$ cat src/rtl/cerr_pkg.sv
package cerr_pkg;
    localparam int LANES    = 4;
    localparam int SYN_W    = 7;
    localparam int WORD_W   = 32;
    localparam int HALVES   = 2;
    localparam int SYN_BASE = 18;
    localparam int SRC_BIT  = 17;
    localparam int ST_LSB   = 8;
    localparam int ST_W     = 4;
    localparam int CE_BIT   = 3;
    localparam int MISS_BIT = 2;
    localparam int SYN_BUS  = LANES * SYN_W;

    typedef enum logic {
        ST_ARMED = 1'b0,
        ST_HELD  = 1'b1
    } cap_state_e;

    typedef logic [SYN_W-1:0] syn_t;
endpackage

$ cat src/rtl/cerr_fsm.sv
module cerr_fsm
    import cerr_pkg::*;
(
    input  logic clk,
    input  logic rst_n,
    input  logic err_strobe,
    input  logic corr_en,
    input  logic clr_ce,
    input  logic clr_miss,
    output logic ce_flag,
    output logic miss_flag,
    output logic load_err,
    output logic capture_en,
    output logic uncorr_err
);
    cap_state_e state_q, state_d;
    logic       ce_hit;
    logic       miss_q;
    logic       uncorr_q;

    assign ce_hit = err_strobe && corr_en;

    always_ff @(posedge clk) begin
        if (!rst_n) begin
            state_q <= ST_ARMED;
        end else begin
            state_q <= state_d;
        end
    end

    always_comb begin
        state_d = state_q;
        unique case (state_q)
            ST_ARMED: if (ce_hit) state_d = ST_HELD;
            ST_HELD:  if (clr_ce && !ce_hit) state_d = ST_ARMED;
            default:  state_d = ST_ARMED;
        endcase
    end

    always_ff @(posedge clk) begin
        if (!rst_n) begin
            miss_q   <= 1'b0;
            uncorr_q <= 1'b0;
        end else begin
            uncorr_q <= err_strobe && !corr_en;
            if (state_q == ST_HELD && ce_hit) begin
                miss_q <= 1'b1;
            end else if (clr_miss) begin
                miss_q <= 1'b0;
            end
        end
    end

    always_comb begin
        ce_flag    = (state_q == ST_HELD);
        capture_en = (state_q == ST_ARMED);
        load_err   = (state_q == ST_ARMED) && ce_hit;
        miss_flag  = miss_q;
        uncorr_err = uncorr_q;
    end

    p_miss_set_r5: assert property (@(posedge clk) disable iff (!rst_n)
        (ce_flag && err_strobe && corr_en) |=> miss_flag);

    p_err_wins_r7: assert property (@(posedge clk) disable iff (!rst_n)
        (err_strobe && corr_en && clr_ce) |=> ce_flag);

    p_miss_wins_r11: assert property (@(posedge clk) disable iff (!rst_n)
        (ce_flag && err_strobe && corr_en && clr_miss) |=> miss_flag);
endmodule

$ cat src/rtl/cerr_fields.sv
module cerr_fields
    import cerr_pkg::*;
(
    input  logic                 clk,
    input  logic                 rst_n,
    input  logic                 load_err,
    input  logic                 capture_en,
    input  logic [SYN_BUS-1:0]   err_syn,
    input  logic [HALVES-1:0]    err_src,
    input  logic                 acc_strobe,
    input  logic [ST_W-1:0]      acc_stat,
    output syn_t                 syn_q [LANES],
    output logic [HALVES-1:0]    src_q,
    output logic [ST_W-1:0]      stat_q
);
    for (genvar l = 0; l < LANES; l++) begin : g_lane
        always_ff @(posedge clk) begin
            if (!rst_n) begin
                syn_q[l] <= '0;
            end else if (load_err) begin
                syn_q[l] <= err_syn[l*SYN_W +: SYN_W];
            end
        end

        p_lane_hold_r5: assert property (@(posedge clk) disable iff (!rst_n)
            !capture_en |=> $stable(syn_q[l]));
    end

    always_ff @(posedge clk) begin
        if (!rst_n) begin
            src_q <= '0;
        end else if (load_err) begin
            src_q <= err_src;
        end
    end

    always_ff @(posedge clk) begin
        if (!rst_n) begin
            stat_q <= '0;
        end else if (capture_en && acc_strobe) begin
            stat_q <= acc_stat;
        end
    end

    p_ctx_hold_r5: assert property (@(posedge clk) disable iff (!rst_n)
        !capture_en |=> ($stable(src_q) && $stable(stat_q)));
endmodule

$ cat src/rtl/cerr_csr.sv
module cerr_csr
    import cerr_pkg::*;
(
    input  logic                 csr_sel,
    input  logic                 csr_wr,
    input  logic                 csr_addr,
    input  logic [WORD_W-1:0]    csr_wdata,
    input  syn_t                 syn_q [LANES],
    input  logic [HALVES-1:0]    src_q,
    input  logic [ST_W-1:0]      stat_q,
    input  logic                 ce_flag,
    input  logic                 miss_flag,
    output logic                 clr_ce,
    output logic                 clr_miss,
    output logic [WORD_W-1:0]    csr_rdata
);
    logic [WORD_W-1:0] words [HALVES];
    logic              upper_wr;
    logic              unused_wbits;

    assign upper_wr     = csr_sel && csr_wr && csr_addr;
    assign clr_ce       = upper_wr && csr_wdata[CE_BIT];
    assign clr_miss     = upper_wr && csr_wdata[MISS_BIT];
    assign unused_wbits = ^{csr_wdata[WORD_W-1:CE_BIT+1], csr_wdata[MISS_BIT-1:0]};

    always_comb begin
        for (int h = 0; h < HALVES; h++) begin
            words[h] = '0;
            words[h][SRC_BIT] = src_q[h];
        end
        for (int l = 0; l < LANES; l++) begin
            words[l % HALVES][SYN_BASE + (l / HALVES) * SYN_W +: SYN_W] = syn_q[l];
        end
        words[0][ST_LSB +: ST_W] = stat_q;
        words[1][CE_BIT]         = ce_flag;
        words[1][MISS_BIT]       = miss_flag;
    end

    always_comb begin
        if (csr_sel && !csr_wr) begin
            csr_rdata = words[csr_addr];
        end else begin
            csr_rdata = '0;
        end
    end
endmodule

$ cat src/rtl/cerr_capture_reg.sv
module cerr_capture_reg
    import cerr_pkg::*;
(
    input  logic                       clk,
    input  logic                       rst_n,
    input  logic                       err_strobe,
    input  logic                       corr_en,
    input  logic [SYN_BUS-1:0]         err_syn,
    input  logic [HALVES-1:0]          err_src,
    input  logic                       acc_strobe,
    input  logic                       acc_valid,
    input  logic                       acc_dirty,
    input  logic                       acc_shared,
    input  logic                       acc_ctl_par,
    input  logic                       csr_sel,
    input  logic                       csr_wr,
    input  logic                       csr_addr,
    input  logic [WORD_W-1:0]          csr_wdata,
    output logic [WORD_W-1:0]          csr_rdata,
    output logic                       uncorr_err
);
    logic              ce_flag;
    logic              miss_flag;
    logic              load_err;
    logic              capture_en;
    logic              clr_ce;
    logic              clr_miss;
    syn_t              syn_q [LANES];
    logic [HALVES-1:0] src_q;
    logic [ST_W-1:0]   stat_q;

    cerr_fsm u_fsm (
        .clk        (clk),
        .rst_n      (rst_n),
        .err_strobe (err_strobe),
        .corr_en    (corr_en),
        .clr_ce     (clr_ce),
        .clr_miss   (clr_miss),
        .ce_flag    (ce_flag),
        .miss_flag  (miss_flag),
        .load_err   (load_err),
        .capture_en (capture_en),
        .uncorr_err (uncorr_err)
    );

    cerr_fields u_fields (
        .clk        (clk),
        .rst_n      (rst_n),
        .load_err   (load_err),
        .capture_en (capture_en),
        .err_syn    (err_syn),
        .err_src    (err_src),
        .acc_strobe (acc_strobe),
        .acc_stat   ({acc_valid, acc_dirty, acc_shared, acc_ctl_par}),
        .syn_q      (syn_q),
        .src_q      (src_q),
        .stat_q     (stat_q)
    );

    cerr_csr u_csr (
        .csr_sel    (csr_sel),
        .csr_wr     (csr_wr),
        .csr_addr   (csr_addr),
        .csr_wdata  (csr_wdata),
        .syn_q      (syn_q),
        .src_q      (src_q),
        .stat_q     (stat_q),
        .ce_flag    (ce_flag),
        .miss_flag  (miss_flag),
        .clr_ce     (clr_ce),
        .clr_miss   (clr_miss),
        .csr_rdata  (csr_rdata)
    );

    p_capture_r2: assert property (@(posedge clk) disable iff (!rst_n)
        (err_strobe && corr_en) |=> ce_flag);

    p_uncorr_pulse_r8: assert property (@(posedge clk) disable iff (!rst_n)
        (err_strobe && !corr_en) |=> uncorr_err);

    p_no_ce_when_off_r8: assert property (@(posedge clk) disable iff (!rst_n)
        (err_strobe && !corr_en) |=> !$rose(ce_flag));

    p_read_quiet_r10: assert property (@(posedge clk) disable iff (!rst_n)
        (csr_sel && !csr_wr && !err_strobe) |=> ($stable(ce_flag) && $stable(miss_flag)));
endmodule

$ cat config.mk
export PLATFORM = sky130hd
export DESIGN_NAME = cerr_capture_reg
export DESIGN_NICKNAME = d
export VERILOG_FILES = /design/src/rtl/cerr_pkg.sv /design/src/rtl/cerr_fsm.sv /design/src/rtl/cerr_fields.sv /design/src/rtl/cerr_csr.sv /design/src/rtl/cerr_capture_reg.sv
export SDC_FILE = /design/constraint.sdc
export NUM_CORES = 1
export LEC_CHECK = 0
export CAP_MARGIN = 30
export CORE_MARGIN = 2
export CORE_UTILIZATION = 34
export DETAILED_ROUTE_END_ITERATION = 12
export GPL_TIMING_DRIVEN = 0
export PLACE_DENSITY = 0.77
export SLEW_MARGIN = 10
export SYNTH_ARGS = -nofsm -noshare
export SYNTH_HDL_FRONTEND = slang
export SYNTH_SLANG_ARGS = --single-unit
$ cat constraint.sdc
create_clock -name clk -period 0.9 [get_ports clk]
set_input_delay 0.18 -clock clk [delete_from_list [all_inputs] [get_ports clk]]
set_output_delay 0.18 -clock clk [all_outputs]
set_load 0.005 [all_outputs]
==> results.yml, run 1 <==
layout:
  post-route-util_pct: 62.5
  layout-drive-gt1-share_pct: 52.4
  layout.nets: 392
  n_antenna_cell: 0
  num-fill-cells: 450
  syn2layout_area_growth_pct: 77.4
clock_network:
  cts_root_buf: "clkbuf_8"
  cts.clk_slew.worst_paths_ps: 70
  tritoncts: "yes"
  cts_buffer_depth: 2
  cts_sinks: 37
  cts_hold_buf: 0
  htree_levels: 2
  cts_made_buffers: 5
  worstSkewPairLatency_ps: 290
setup_path:
  worstPathRequired_ps: 720
  crit_buf_inv: 1
  crit_fanout: 2
  arrival_ps: 970
  path_delay_family: "flip-flops"
  cp-start-kind: "register"
  reg2reg_slack_ps: -230
  path_class: "register to output pin"
  r2r_start: "u_fsm.ce_flag"
  slowest_delay_ps: 340
  critPathSlowestCell: "dfxtp_2"
  startpoint: "u_fields.syn_q[9]"
  cp-end-kind: "output pin"
  path_cells: "mux2i_4 > nor2_4 > buf_2"
sta:
  clock-skew-final_ps: 2.03
  period_share_pct: 128
  slew_viol_final: 0
  layout_min_cycle_time_ps: 1150
  fin_ws_ps: -248
  whs_ps: 180
  final-hold-violation-count: 0
  rsz0062_at_grt: "true"
  setup_violations: 55
  max_freq_mhz: 871
synth:
  synth_compound_area_share_pct: 9.67
  synth_top_family_by_area: "simple AND/OR/NAND/NOR gates"
  synth_top_area_share_pct: 41.2
  synthesis.area_um2: 1800
  yosysSeqAreaShare_pct: 41.2
  synth_area_leaders: "dfxtp_1, mux2i_1, nand3_1"
  synth.distinct_cells: 21
  synth_fa_ha_area_share_pct: 0
  ys_ff_latch: 37
  synth_area_per_cell_um2: 8.41
  netlist_instances: 214
  synth_top_cell_by_area: "dfxtp_1"
  synth_warnings: 0
  synthSimpleGateAreaFrac_pct: 25.5
  synth.mux.area_fraction_pct: 10.6
  synth-xor-area-share_pct: 0
power_and_ir_drop:
  p_leak_nw: 1.33
  power.density_nw_per_um2: 1210
  ir_worst_vdd_mv: 0.754
route:
  viasPerCell: 4.70
  drtIter0Drc: 88
  dr.pass1.iters: 4
  num_vias: 1828
  antenna_left: 0
  drc_errors: 0
  wl_um: 5670
  wl_per_cell_um: 14.6
status:
  status: "finished with violations"
  violations: "setup timing"
floorplan:
  fp.dieArea_um2: 5890
  die_h_um: 76.7
  coreArea_um2: 5110
  rows: 26
  start_util_pct: 35.2
  die_w_um: 76.7
  ios: 107
placement:
  place.gp.congestion: 0.763
  dp_hpwl_um: 3340
  port-buffer-count: 63
worst_hold_path:
  min_from: "rst_n"
  min_path_type: "input pin to register"
grt:
  grt_pass1_vias: 1756
  grt_max_degree: 11
  grtUsageTotal_pct: 18.1
  antenna_found_initial: 0
  grt-ovfl-total: 0
  grt_pass1_wl_um: 8440
flow_run:
  cap_viol_max_count: 0
==> placed cells by master (no fill, tap or decap), types with 6 or more instances in the layout <==
cell type and count:
nand3_2 26, buf_6 10, mux2i_1 14, nor2_1 6, clkdlybuf4s50_1 37, dfxtp_1 7, buf_2 28, dfxtp_2 29
nor2b_1 8, buf_4 28, o21ai_2 7, nand2_1 31, conb_1 11, o21ai_1 23
==> registers in the layout, indices dropped and copies added, names as in the netlist <==
register and flops:
u_fsm.miss_flag 1, u_fsm.uncorr_err 1, u_fields.src_q 2, u_fields.stat_q 4, u_fields.syn_q 28, u_fsm.ce_flag 1
==> routing by layer <==
layer	routed length (µm)	up-vias	track usage [%]
met5	0	-	0
met4	82	0	4.73
met3	344	7	5.18
met2	2860	64	31.0
met1	2390	843	22.1
li1	-	914	-
==> metrics by stage <==
stage / setup TNS [ps] / instances / total power (W) / cell area (µm²) / setup slack (ps)
detailed placement: -36700 / 357 / 0.00245 / 2570 / -1090
global route: -13600 / 389 / 0.00399 / 3190 / -283
global placement: -36010 / 357 / 0.00244 / 2570 / -1070
CTS: -10300 / 376 / 0.00370 / 2920 / -270
finish: -11430 / 389 / 0.00385 / 3190 / -248
floorplan: -56.6 / 224 / 0.00215 / 1850 / -14.1
==> final timing paths <==
path / to / cells past startpoint
setup / recovery: csr_rdata[27] / 3
hold / removal: u_fields.syn_q[7] / 3
setup reg to reg: u_fields.syn_q[10] / 5
hold reg to reg: u_fields.syn_q[21] / 2
==> power by group <==
| group | total (W) | switching (W) | internal [W] |
|---|---|---|---|
| Clock | 0.00114 | 0.000593 | 0.000551 |
| Sequential | 0.00179 | 0.0000605 | 0.00173 |
| Combinational | 0.000916 | 0.000394 | 0.000522 |
==> Yosys cell counts, drive strengths merged <==
master,instances
a22oi,1
nand3b,1
nand3,30
clkbuf,3
a32oi,1
nor3b,4
o21ai,30
nand2,31
nand2b,1
nand4,2
nor2,16
conb,1
mux2i,19
nor2b,8
dfxtp,37
and3,2
buf,27
==> logic make-up (layout without fill, tap and decap cells) <==
group	Yosys count	in the layout
AND/OR/NAND/NOR	95	96
flip-flops	37	37
AO/OA/AOI/OAI	32	32
buffers and inverters	30	124
multiplexers	19	19
other	1	11
==> cell type report <==
class / instances / area, µm² / share of cell area [%]
multi-input combinational: 158 / 1200 / 37.5
timing repair buffer: 86 / 764 / 24.0
buffer: 30 / 282 / 8.82
tap: 70 / 87.6 / 2.74
sequential: 37 / 781 / 24.5
clock buffer: 8 / 80.1 / 2.51
==> worst register-to-register path, cell delays in order, from the launching register on <==
cell and delay [ps]:
dfxtp_2 330, buf_6 130, nand3b_4 230, buf_8 200
nand3_1 70, o21ai_1 70
==> repair_timing <==
item / CTS / global route
gates cloned: 6 / 2
resized for setup: 171 / 44
endpoints found under the setup margin: 56 / 56
buffers inserted: 5 / 11
pin swaps: 22 / 17
Note: power is estimated with default switching activity, not from simulation.
==> run 2: changes to the inputs <==
Settings changed: CELL_PAD_IN_SITES_DETAIL_PLACEMENT set to 0, CELL_PAD_IN_SITES_GLOBAL_PLACEMENT set to 1, CORE_UTILIZATION 34 to 26, PLACE_DENSITY 0.77 to not set, PLACE_DENSITY_LB_ADDON set to 0.1, SETUP_SLACK_MARGIN set to 0.02.
Clock period 0.9 ns to 1.1 ns, I/O delays scaled along.
==> run 2 against run 1 <==
Effect of this change: worst setup slack improved by 120 ps; total power decreased by 5.9%; register-to-register slack gained 220 ps; critical path type is now input pin to output pin; non-clock buffer count fell by 1; sequential cell count did not move; highest routed layer unchanged; the run still ends with setup timing left; routed wire length shrank 1.1%; worst hold slack gained 47 ps.
==> results.yml, run 2 (synthesized netlist as in run 1, its figures left out) <==
floorplan:
  ios: 107
  coreArea_um2: 6760
  die_w_um: 87.2
  fp.dieArea_um2: 7600
  start_util_pct: 26.6
  rows: 30
  die_h_um: 87.2
setup_path:
  cp-start-kind: "input pin"
  path_cells: "buf_12 > buf_12 > buf_12 > buf_6 > mux2i_1 > nor2_1 > buf_2"
  critPathSlowestCell: "buf_12"
  worstPathRequired_ps: 880
  r2r_cells: 5
  path_common_cell: "buf_12"
  crit_fanout: 5
  r2r_start: "u_fsm.ce_flag"
  slowest_delay_ps: 140
  arrival_ps: 1010
  worstReg2RegEnd: "u_fields.syn_q[16]"
  path_class: "input pin to output pin"
  reg2reg_slack_ps: -10
  cp-end-kind: "output pin"
clock_network:
  cts.clk_slew.worst_paths_ps: 80
  cts_sinks: 37
  cts_root_buf: "clkbuf_8"
  cts_buffer_depth: 2
  cts_made_buffers: 5
  worstSkewPairLatency_ps: 300
  htree_levels: 2
  tritoncts: "yes"
flow_run:
  cap_viol_max_count: 0
grt:
  grt_pass1_vias: 1777
  antenna_found_initial: 0
  grt_pass1_wl_um: 8750
  grt_max_degree: 13
  grtUsageTotal_pct: 15.4
  grt-ovfl-total: 0
layout:
  num-fill-cells: 680
  syn2layout_area_growth_pct: 81.6
  post-route-util_pct: 48.4
  top_regs: "u_fields.syn_q: 28 flops, u_fields.stat_q: 4 flops, u_fields.src_q: 2 flops"
  top_register: "u_fields.syn_q"
  largest_reg_flops: 28
  layout-drive-gt1-share_pct: 52.2
  layout.nets: 391
  final_cell_mix: "clkdlybuf4s50_1, nand2_1, dfxtp_2, nand3_2"
  n_antenna_cell: 0
  final_common_cell: "clkdlybuf4s50_1"
power_and_ir_drop:
  ir_worst_vdd_mv: 0.539
  power.density_nw_per_um2: 1110
  p_leak_nw: 1.37
sta:
  clock-skew-final_ps: 7.42
  setup_tns_ps: -1250
  layout_min_cycle_time_ps: 1230
  setup_violations: 23
  max_freq_mhz: 811
  fin_ws_ps: -133
  rsz0062_at_grt: "true"
  final-hold-violation-count: 0
  slew_viol_final: 0
  period_share_pct: 112
worst_hold_path:
  min_path_type: "input pin to register"
  min_from: "rst_n"
  min_path_cells: 3
  hold_end: "u_fields.syn_q[19]"
status:
  status: "finished with violations"
  violations: "setup timing"
placement:
  dp_hpwl_um: 3470
  place.gp.congestion: 0.747
  port-buffer-count: 63
route:
  wl_um: 5610
  viasPerCell: 4.51
  drtIter0Drc: 28
  num_vias: 1795
  drc_errors: 0
  dr.pass1.iters: 4
  wl_per_cell_um: 14.1
  antenna_left: 0
==> run 2: cell count changes in the layout (fill, tap and decap cells not counted), sizes merged <==
cell           previous run  this run
bufinv                    0         2
clkbuf                   12         7
clkinv                    0         1
clkdlybuf4s15             0         1
==> run 2: how the worst max path moves through the flow <==
stage          depth (start not counted)      from             to
3_5_place_dp                           6    csr_wr  csr_rdata[24]
6_report                               7  csr_addr  csr_rdata[20]
2_1_floorplan                          4  csr_addr  csr_rdata[26]
5_1_grt                                7  csr_addr  csr_rdata[20]
3_3_place_gp                           6    csr_wr  csr_rdata[25]
4_1_cts                                7  csr_addr  csr_rdata[20]
==> run 2: through the flow <==
stage	cells	total power, W	setup WS, ps	hold slack [ps]	instance area, µm²
after floorplan	224	0.00176	125	292	1840
after global placement	367	0.00201	-998	446	2570
after detailed placement	367	0.00202	-983	448	2570
after CTS	388	0.00359	-155	223	3050
after global routing	398	0.00380	-186	223	3270
final	398	0.00362	-133	227	3270
==> run 2: report_power, final <==
| part | leakage, nW | internal [W] | switching (W) |
|---|---|---|---|
| Combinational | 0.989 | 0.000441 | 0.000315 |
| Sequential | 0.314 | 0.00142 | 0.0000450 |
| Clock | 0.0681 | 0.000901 | 0.000505 |
==> run 2: final cells by class <==
cell class / instances / area (µm²) / area share [%]
Tap cell: 80 / 100 / 3.06
Clock inverter: 3 / 65.1 / 1.99
Clock buffer: 5 / 68.8 / 2.11
Sequential cell: 37 / 776 / 23.7
Timing Repair Buffer: 88 / 828 / 25.4
Buffer: 27 / 264 / 8.08
Multi-Input combinational cell: 158 / 1160 / 35.7
==> run 2: timing repair <==
action | 4_1_cts | 5_1_grt
endpoints found under the setup margin | 48 | 52
hold buffers | 0 | 0
gates resized for setup | 181 | 42
gates cloned | 6 | 0
pin swaps | 13 | 21
buffers inserted | 10 | 11
==> run 2: routing by layer <==
| metal | GRT usage, % | vias up | share of wire [%] |
|---|---|---|---|
| met5 | 0 | - | 0 |
| met4 | 4.76 | 0 | 1.3 |
| met3 | 4.27 | 5 | 5.1 |
| met2 | 25.4 | 58 | 48 |
| met1 | 19.5 | 820 | 46 |
| li1 | - | 912 | - |
==> run 2: critical path, delay by kind of cell <==
kind,cells,cell delay [ps]
muxes,1,100
buffers and inverters,5,610
and+or+nand+nor,1,90
==> run 3: changes to the inputs <==
Settings changed: CORE_UTILIZATION 26 to 28, SYNTH_HIERARCHICAL set to 1.
Clock period 1.1 ns to 1.21 ns, I/O delays scaled along.
==> run 3 against run 2 <==
Effect of this change: the flow still finishes with violations (setup timing); first-iteration DRC count unchanged; non-clock buffer count down 13; routed wire length down 19%; clock power down 27%; clock-buffer cell count unchanged; core utilization down 2.1 points; synthesized area up 5.6%; total power down 18%; final area down 5.4%; worst setup slack better by 82 ps; clock skew down 5.6 ps; critical path depth down 2.
==> results.yml, run 3 <==
status:
  status: "finished with violations"
  violations: "setup timing"
clock_network:
  cts_buffer_depth: 2
  htree_levels: 2
  tritoncts: "yes"
  cts_root_buf: "clkbuf_8"
  cts_made_buffers: 5
  cts_hold_buf: 0
  cts_sinks: 37
  worstSkewPairLatency_ps: 280
  cts.clk_slew.worst_paths_ps: 70
route:
  dr.pass1.iters: 2
  wl_um: 4550
  viasPerCell: 4.18
  num_vias: 1499
  antenna_left: 0
  wl_per_cell_um: 12.7
  drtIter0Drc: 28
  drc_errors: 0
floorplan:
  die_h_um: 86.4
  fp.dieArea_um2: 7460
  rows: 30
  ios: 107
  die_w_um: 86.4
  start_util_pct: 28.4
  coreArea_um2: 6680
sta:
  setup_tns_ps: -131
  max_freq_mhz: 793
  layout_min_cycle_time_ps: 1260
  setup_violations: 4
  rsz0062_at_grt: "true"
  whs_ps: 307
  slew_viol_final: 0
  final-hold-violation-count: 0
  fin_ws_ps: -50.8
  clock-skew-final_ps: 1.86
  period_share_pct: 104
layout:
  n_antenna_cell: 0
  largest_reg_flops: 28
  syn2layout_area_growth_pct: 62.7
  layout.nets: 353
  final_cell_mix: "mux2i_1, clkdlybuf4s50_1, nor2b_1, dfxtp_2, buf_2"
  post-route-cell-area_um2: 3090
  layout-drive-gt1-share_pct: 41.6
  final_common_cell: "mux2i_1"
  top_register: "u_fields/syn_q"
  top_regs: "u_fields/syn_q: 28 flops, u_fields/stat_q: 4 flops, u_fields/src_q: 2 flops"
synth:
  synth_edf_count: 0
  synth_common_cells: "mux2i_1, dfxtp_1, nor2b_1"
  yosys.cell_count.top_type: "mux2i_1"
  synth_warnings: 6
  netlist_instances: 184
  synth_top_area_share_pct: 39.0
  ys_ff_latch: 37
  async_flop_share_pct: 0
  yosysSeqAreaShare_pct: 39.0
  synthesis.area_um2: 1900
  synth.distinct_cells: 23
  synth_area_per_cell_um2: 10.3
  synth_top_flop_cell: "dfxtp_1"
  synth_area_leaders: "dfxtp_1, mux2i_1, nor2b_1"
  synth_top_cell_by_area: "dfxtp_1"
worst_hold_path:
  min_path_cells: 3
  hold_end: "u_fsm/miss_flag"
  min_path_type: "input pin to register"
  min_from: "rst_n"
power_and_ir_drop:
  ir_worst_vdd_mv: 0.734
  p_leak_nw: 1.28
  power.density_nw_per_um2: 965
setup_path:
  arrival_ps: 1020
  cp-start-kind: "input pin"
  worstReg2RegEnd: "u_fields/syn_q[13]"
  path_class: "input pin to output pin"
  reg2reg_slack_ps: 90
  cp-end-kind: "output pin"
  worstPathRequired_ps: 970
  r2r_cells: 5
  r2r_start: "u_fsm/ce_flag"
  crit_fanout: 6
placement:
  place_area_um2: 2680
  port-buffer-count: 64
  place.gp.congestion: 0.666
  dp_hpwl_um: 3040
grt:
  grt_max_degree: 12
  antenna_found_initial: 0
  grt_pass1_wl_um: 7330
  grt-ovfl-total: 0
  grt_pass1_vias: 1537
  grtUsageTotal_pct: 12.7
flow_run:
  cap_viol_max_count: 0
run 3: cell count changes after synthesis, sizes merged, moves of 3 or more:
cell,delta
mux2i,+26
nand2,-24
nand3,-30
buf,-6
nor2b,+22
o21ai,-25
clkbuf,-3
run 3: worst max-delay path by stage:
stage             startpoint           endpoint  cells past startpoint
2_1_floorplan  u_fsm/ce_flag  u_fields/src_q[0]                      5
3_3_place_gp          csr_wr      csr_rdata[11]                      5
3_5_place_dp          csr_wr      csr_rdata[26]                      6
4_1_cts               csr_wr      csr_rdata[11]                      5
5_1_grt               csr_wr       csr_rdata[9]                      5
6_report              csr_wr       csr_rdata[9]                      5
run 3: critical path: stages:
cell and delay (ps):
buf_8 100, nand2b_4 210, buf_6 160, nor3b_2 170, buf_2 140
run 3: kinds of logic after synthesis:
| family | synth area share, % |
|---|---|
| AOI/OAI and AO/OA | 1.71 |
| buffers and inverters | 14.1 |
| DFF | 39.0 |
| muxes | 23.7 |
| other | 0.197 |
| and+or+nand+nor | 21.3 |
run 3: final cells by class:
cell class / instances / area (µm²)
plain buffers: 23 / 274
clock buffers: 5 / 68.8
clock inverters: 2 / 35.0
fillers: 654 / 3590
inverters: 1 / 3.75
multi-input cells: 132 / 1060
flip-flops and latches: 37 / 773
well taps: 80 / 100
repair buffers: 79 / 773
run 3: stage by stage:
step                      util (%)  setup slack [ps]  instances  total power, W
after floorplan                  -               169        194         0.00162
after global placement        40.1              -873        338         0.00185
after detailed placement      40.1              -866        338         0.00185
after CTS                     43.9             -32.8        354         0.00298
after global routing          46.3             -85.5        359         0.00313
final                         46.3             -50.8        359         0.00298
run 3: where the power goes:
group	switching, W	internal, W	total [W]
Sequential	0.0000379	0.00129	0.00132
Combinational	0.000221	0.000403	0.000624
Clock	0.000434	0.000599	0.00103
Total	0.000693	0.00229	0.00298
run 3: metal layers:
layer  share of wire (%)  GRT usage [%]  up-vias  wire length (µm)
met1                  47           16.7      671              2140
met2                  47           20.5       43              2150
met5                   0              0        -                 0
met3                 5.3           3.62        2               240
li1                    -              -      783                 -
met4                0.53           3.41        0                24
run 3: what timing repair did:
action,in CTS,in global routing
endpoints found under the setup margin,52,49
buffers inserted,8,2
gates cloned,2,3
gates resized for setup,144,25
pin swaps,13,11
